File: config.mk
export PLATFORM = sky130hd
export DESIGN_NAME = pin_irq_ctrl
export DESIGN_NICKNAME = d
export VERILOG_FILES = /design/src/rtl/pin_irq_pkg.sv /design/src/rtl/pin_irq_sync.sv /design/src/rtl/pin_irq_cfg.sv /design/src/rtl/pin_irq_chan.sv /design/src/rtl/pin_irq_ctrl.sv
export SDC_FILE = /design/constraint.sdc
export NUM_CORES = 1
export LEC_CHECK = 0
export ABC_AREA = 1
export CAP_MARGIN = 25
export CORE_UTILIZATION = 56
export DETAILED_ROUTE_END_ITERATION = 12
export GPL_TIMING_DRIVEN = 0
export HOLD_SLACK_MARGIN = 0.05
export PLACE_DENSITY = 0.88
export SYNTH_ARGS = -nofsm -noshare
export SYNTH_HDL_FRONTEND = slang
export SYNTH_SLANG_ARGS = --single-unit
File: constraint.sdc
create_clock -name clk_i -period 1.6 [get_ports clk_i]
set_input_delay 0.32 -clock clk_i [delete_from_list [all_inputs] [get_ports clk_i]]
set_output_delay 0.32 -clock clk_i [all_outputs]
set_load 0.03 [all_outputs]
File: src/rtl/pin_irq_pkg.sv
package pin_irq_pkg;
  localparam int unsigned AW = 4;
  localparam logic [AW-1:0] A_MODE    = 4'h0;
  localparam logic [AW-1:0] A_REN     = 4'h1;
  localparam logic [AW-1:0] A_REN_SET = 4'h2;
  localparam logic [AW-1:0] A_REN_CLR = 4'h3;
  localparam logic [AW-1:0] A_FEN     = 4'h4;
  localparam logic [AW-1:0] A_FEN_SET = 4'h5;
  localparam logic [AW-1:0] A_FEN_CLR = 4'h6;
  localparam logic [AW-1:0] A_RFLG    = 4'h7;
  localparam logic [AW-1:0] A_FFLG    = 4'h8;
  localparam logic [AW-1:0] A_STAT    = 4'h9;
endpackage

File: src/rtl/pin_irq_sync.sv
module pin_irq_sync #(
  parameter int unsigned N = 8
) (
  input  logic         clk_i,
  input  logic         rst_ni,
  input  logic [N-1:0] pin_i,
  output logic [N-1:0] lvl_o,
  output logic [N-1:0] prev_o
);
  logic [N-1:0] meta_q, lvl_q, prev_q;

  always_ff @(posedge clk_i or negedge rst_ni) begin
    if (!rst_ni) begin
      meta_q <= '0;
      lvl_q  <= '0;
      prev_q <= '0;
    end else begin
      meta_q <= pin_i;
      lvl_q  <= meta_q;
      prev_q <= lvl_q;
    end
  end

  assign lvl_o  = lvl_q;
  assign prev_o = prev_q;
endmodule

File: src/rtl/pin_irq_cfg.sv
module pin_irq_cfg
  import pin_irq_pkg::*;
#(
  parameter int unsigned N = 8
) (
  input  logic          clk_i,
  input  logic          rst_ni,
  input  logic          we_i,
  input  logic [AW-1:0] addr_i,
  input  logic [N-1:0]  wdata_i,
  output logic [N-1:0]  mode_o,
  output logic [N-1:0]  ren_o,
  output logic [N-1:0]  fen_o
);
  logic [N-1:0] mode_q, ren_q, fen_q;

  always_ff @(posedge clk_i or negedge rst_ni) begin
    if (!rst_ni) begin
      mode_q <= '0;
      ren_q  <= '0;
      fen_q  <= '0;
    end else if (we_i) begin
      unique case (addr_i)
        A_MODE:    mode_q <= wdata_i;
        A_REN_SET: ren_q  <= ren_q | wdata_i;
        A_REN_CLR: ren_q  <= ren_q & ~wdata_i;
        A_FEN_SET: fen_q  <= fen_q | wdata_i;
        A_FEN_CLR: fen_q  <= fen_q & ~wdata_i;
        default: ;
      endcase
    end
  end

  assign mode_o = mode_q;
  assign ren_o  = ren_q;
  assign fen_o  = fen_q;
endmodule

File: src/rtl/pin_irq_chan.sv
module pin_irq_chan (
  input  logic clk_i,
  input  logic rst_ni,
  input  logic mode_i,   // 1 = level
  input  logic ren_i,
  input  logic fen_i,
  input  logic lvl_i,
  input  logic prev_i,
  input  logic rclr_i,
  input  logic fclr_i,
  output logic rflag_o,
  output logic fflag_o,
  output logic irq_o
);
  logic rflag_q, fflag_q, rise_ev, fall_ev;

  assign rise_ev = ~mode_i & ren_i & lvl_i & ~prev_i;
  assign fall_ev = ~mode_i & fen_i & ~lvl_i & prev_i;

  // a new edge outranks a simultaneous clear
  always_ff @(posedge clk_i or negedge rst_ni) begin
    if (!rst_ni) begin
      rflag_q <= 1'b0;
      fflag_q <= 1'b0;
    end else begin
      rflag_q <= rise_ev | (rflag_q & ~rclr_i);
      fflag_q <= fall_ev | (fflag_q & ~fclr_i);
    end
  end

  assign rflag_o = rflag_q;
  assign fflag_o = fflag_q;
  assign irq_o   = mode_i ? (ren_i & (lvl_i == fen_i)) : (rflag_q | fflag_q);
endmodule

File: src/rtl/pin_irq_ctrl.sv
module pin_irq_ctrl
  import pin_irq_pkg::*;
#(
  parameter int unsigned N = 8
) (
  input  logic          clk_i,
  input  logic          rst_ni,
  input  logic [N-1:0]  pin_i,
  input  logic          we_i,
  input  logic [AW-1:0] addr_i,
  input  logic [N-1:0]  wdata_i,
  output logic [N-1:0]  rdata_o,
  output logic [N-1:0]  irq_o
);
  logic [N-1:0] lvl, prev, mode, ren, fen, rflag, fflag, rclr, fclr;

  pin_irq_sync #(.N(N)) u_sync (
    .clk_i, .rst_ni, .pin_i, .lvl_o(lvl), .prev_o(prev)
  );

  pin_irq_cfg #(.N(N)) u_cfg (
    .clk_i, .rst_ni, .we_i, .addr_i, .wdata_i,
    .mode_o(mode), .ren_o(ren), .fen_o(fen)
  );

  assign rclr = (we_i && (addr_i == A_RFLG || addr_i == A_STAT)) ? wdata_i : '0;
  assign fclr = (we_i && (addr_i == A_FFLG || addr_i == A_STAT)) ? wdata_i : '0;

  for (genvar i = 0; i < N; i++) begin : g_ch
    pin_irq_chan u_ch (
      .clk_i, .rst_ni,
      .mode_i(mode[i]), .ren_i(ren[i]), .fen_i(fen[i]),
      .lvl_i(lvl[i]), .prev_i(prev[i]),
      .rclr_i(rclr[i]), .fclr_i(fclr[i]),
      .rflag_o(rflag[i]), .fflag_o(fflag[i]), .irq_o(irq_o[i])
    );
  end

  always_comb begin
    unique case (addr_i)
      A_MODE:  rdata_o = mode;
      A_REN:   rdata_o = ren;
      A_FEN:   rdata_o = fen;
      A_RFLG:  rdata_o = rflag;
      A_FFLG:  rdata_o = fflag;
      A_STAT:  rdata_o = irq_o;
      default: rdata_o = '0;
    endcase
  end
endmodule

==> impl_metrics.xml <==
<?xml version="1.0" encoding="UTF-8"?>
<metrics>
  <group name="sta">
    <metric name="postLayoutSetupSlackWorst" unit="ns">-0.124</metric>
    <metric name="setup_viol" unit="">15</metric>
    <metric name="hold_ws" unit="ns">0.0675</metric>
    <metric name="timing.final.hold_violations" unit="">0</metric>
    <metric name="timing.final.crit_period" unit="ns">1.72</metric>
    <metric name="final.setup_skew" unit="ns">0.00774</metric>
    <metric name="timing.final.crit_share" unit="%">108</metric>
    <metric name="worst-slew-pin-transition" unit="ns">0.803</metric>
    <metric name="rsz0062_at_grt" unit="">true</metric>
    <metric name="slew_viol_final" unit="">0</metric>
    <metric name="max_clock_freq" unit="GHz">0.580</metric>
    <metric name="relSlewSlack" unit="%">46.5</metric>
  </group>
  <group name="synth">
    <metric name="netlist_instances" unit="">407</metric>
    <metric name="count_of_yosys_warnings_during_synthesis" unit="">0</metric>
    <metric name="synth.lib_cells_used.distinct" unit="">24</metric>
    <metric name="post_synth_main_area_contributors" unit="">sky130_fd_sc_hd__dfrtp_1 49%, sky130_fd_sc_hd__nand2_1 14%, sky130_fd_sc_hd__nand3_1 7.1%</metric>
    <metric name="netlist.top_cell.by_area" unit="">sky130_fd_sc_hd__dfrtp_1</metric>
    <metric name="synth.cell_area" unit="sq um">3240</metric>
    <metric name="top_cell_type_s_share_of_synthesized_area" unit="%">49.5</metric>
    <metric name="ys_ff_latch" unit="">64</metric>
    <metric name="synth.net_count" unit="">430</metric>
    <metric name="syn-mean-instance-area" unit="sq um">7.95</metric>
    <metric name="synth.yosys.seq_area_share" unit="%">49.5</metric>
  </group>
  <group name="pwr">
    <metric name="power.density_cell_area" unit="nW/um^2">1140</metric>
    <metric name="total_leakage_power" unit="nW">2.17</metric>
    <metric name="vdd_drop_max" unit="mV">0.688</metric>
  </group>
  <group name="worst_setup_path">
    <metric name="setup.worst_path.end_class" unit="">output port</metric>
    <metric name="critical_path_arrival" unit="ns">1.40</metric>
    <metric name="critical_path_peak_fanout" unit="">4</metric>
    <metric name="required" unit="ns">1.28</metric>
    <metric name="timing.setup.critical_path_class" unit="">reg2out</metric>
    <metric name="cp-start-kind" unit="">flop</metric>
  </group>
  <group name="finish">
    <metric name="multi_input_area" unit="sq um">1460</metric>
    <metric name="fillCellCount" unit="">330</metric>
    <metric name="antenna_cells_inserted" unit="">0</metric>
    <metric name="area.sequential" unit="sq um">1600</metric>
    <metric name="postLayoutCellArea" unit="sq um">4320</metric>
    <metric name="mostFrequentLayoutCells" unit="">101 x sky130_fd_sc_hd__nand2_1, 63 x sky130_fd_sc_hd__dfrtp_1, 54 x sky130_fd_sc_hd__inv_1</metric>
    <metric name="layout_commonest_cell" unit="">sky130_fd_sc_hd__nand2_1</metric>
    <metric name="final_core_util" unit="%">77.9</metric>
    <metric name="drive_above_1_share" unit="%">28.2</metric>
    <metric name="finalNetCount" unit="">510</metric>
    <metric name="area_overhead_vs_synth" unit="%">33.4</metric>
  </group>
  <group name="detailed_routing">
    <metric name="drt-wirelength-per-cell" unit="um">16.8</metric>
    <metric name="post-route-drc-count" unit="">0</metric>
    <metric name="postRouteAntennaNets" unit="">0</metric>
    <metric name="routed_wirelength" unit="mm">9.45</metric>
    <metric name="detailedRoute.firstPassIterationCount" unit="">7</metric>
    <metric name="dr.first_iter.drc_count" unit="">355</metric>
    <metric name="avgViaCountPerCell" unit="">5.96</metric>
    <metric name="dr_total_vias" unit="">3352</metric>
  </group>
  <group name="cts">
    <metric name="insertion_delay" unit="ns">0.35</metric>
    <metric name="cts-root-to-sink-buffers" unit="">2</metric>
    <metric name="cts.clk_slew.worst_paths" unit="ns">0.06</metric>
    <metric name="cts.sink_count" unit="">64</metric>
    <metric name="post_cts_hold_buffer_count" unit="">0</metric>
    <metric name="clk_root_buffer_cell" unit="">sky130_fd_sc_hd__clkbuf_8</metric>
    <metric name="tritoncts" unit="">built</metric>
    <metric name="ctsHtreeMaxLevel" unit="">3</metric>
    <metric name="cts_made_buffers" unit="">9</metric>
  </group>
  <group name="grt">
    <metric name="grt_antenna_before_repair" unit="">0</metric>
    <metric name="grtUsageTotal" unit="%">33.4</metric>
    <metric name="grt_first_pass_wirelength" unit="mm">15.0</metric>
    <metric name="grt_start_max_net_pins" unit="">65</metric>
    <metric name="globalRoute.totalOverflow" unit="">0</metric>
    <metric name="number_of_global_route_vias_before_repair" unit="">3245</metric>
  </group>
  <group name="floorplan">
    <metric name="initial_utilization" unit="%">58.4</metric>
    <metric name="die_width" unit="um">78.0</metric>
    <metric name="fp.dieH" unit="um">78.0</metric>
    <metric name="design.die.area" unit="sq um">6090</metric>
    <metric name="placementRows" unit="">27</metric>
    <metric name="boundaryPins" unit="">39</metric>
    <metric name="core" unit="sq um">5540</metric>
  </group>
  <group name="run_status">
    <metric name="run_status" unit="">complete, but fails checks</metric>
    <metric name="violated_checks" unit="">negative setup slack</metric>
  </group>
  <group name="hold_path">
    <metric name="hold_path_class" unit="">in2async</metric>
  </group>
  <group name="placement">
    <metric name="place_hpwl" unit="mm">5.51</metric>
    <metric name="port_buffers" unit="">37</metric>
    <metric name="gp_routability_congestion" unit="">0.901</metric>
    <metric name="postPlaceCellArea" unit="sq um">3690</metric>
    <metric name="dp_slack" unit="ns">-1.22</metric>
  </group>
  <group name="flow_run">
    <metric name="cap_viol_max_count" unit="">0</metric>
  </group>
</metrics>
-- cell usage after synthesis (all sizes together) --
library cell / n
nand2: 122
dfrtp: 64
inv: 61
nand3: 48
o21ai: 39
nor2: 26
nand4: 16
buf: 14
o31ai: 8
nand3b: 5
nor3: 2
a21boi: 1
clkinv: 1
-- worst max-delay path, stage by stage, from the launching register on --
cell,delay (ns)
sky130_fd_sc_hd__dfrtp_1,0.42
sky130_fd_sc_hd__inv_1,0.09
sky130_fd_sc_hd__nand2_1,0.06
sky130_fd_sc_hd__nand3b_1,0.09
sky130_fd_sc_hd__nand2_2,0.07
sky130_fd_sc_hd__nand2_1,0.07
sky130_fd_sc_hd__nand3_2,0.10
sky130_fd_sc_hd__buf_6,0.15
-- cell families (layout without fill, tap and decap cells) --
logic type | count (synthesis) | after routing | synth area share, %
buffers and inverters | 76 | 159 | 10.5
DFF | 64 | 64 | 49.5
and+or+nand+nor | 219 | 219 | 31.9
AOI/OAI and AO/OA | 48 | 48 | 8.12
-- final timing paths --
check	endpoint	cells after the start	startpoint	slack, ns
min in group clk_i	u_sync.lvl_o[3]	0	u_sync.meta_q[3]	0.35
setup / recovery	rdata_o[1]	7	flop	-0.12
hold / removal	asynchronous set/reset pin	1	rst_ni	0.07
max in group asynchronous	u_cfg.mode_o[4]	1	rst_ni	0.97
setup reg to reg	g_ch[1].u_ch.fflag_o	4	u_sync.lvl_o[1]	0.63
hold reg to reg	u_sync.lvl_o[3]	0	u_sync.meta_q[3]	0.35
-- power by group --
group	leakage, nW	total (W)	internal (W)	switching [W]
Combinational	1.35	0.00158	0.000727	0.000849
Clock	0.0794	0.00117	0.000586	0.000580
Sequential	0.739	0.00220	0.00191	0.000289
-- per-stage QoR --
stage	total power (W)	TNS (ns)	std cells
after floorplan	0.00292	0	407
after global placement	0.00334	-142.73	516
after detailed placement	0.00340	-25.14	516
after CTS	0.00479	-0.623	557
after global routing	0.00519	-1.77	562
final	0.00494	-0.815	562
-- per-layer routing --
metal | up-vias | part of all wire [%] | track usage (%)
met5 | - | 0 | 0
met4 | 0 | 6.2 | 28.1
met3 | 69 | 9.7 | 8.37
met2 | 239 | 49 | 53.0
met1 | 1575 | 35 | 37.9
li1 | 1469 | - | -
-- what timing repair did --
action | 4_1_cts | 5_1_grt
pin swaps | 19 | 19
cloned | 1 | 0
setup endpoints to repair | 38 | 16
gates resized for setup | 166 | 34
setup buffers | 27 | 5
-- layout make-up --
| cell class | count | area share, % |
|---|---|---|
| Timing Repair Buffer | 70 | 15.0 |
| Inverter | 62 | 5.56 |
| Multi-Input combinational cell | 267 | 33.7 |
| Sequential cell | 64 | 37.1 |
| Clock inverter | 1 | 0.116 |
| Tap cell | 72 | 2.09 |
| Clock buffer | 13 | 3.45 |
| Buffer | 13 | 2.98 |
No activity file was read; power rests on OpenSTA's default activity.
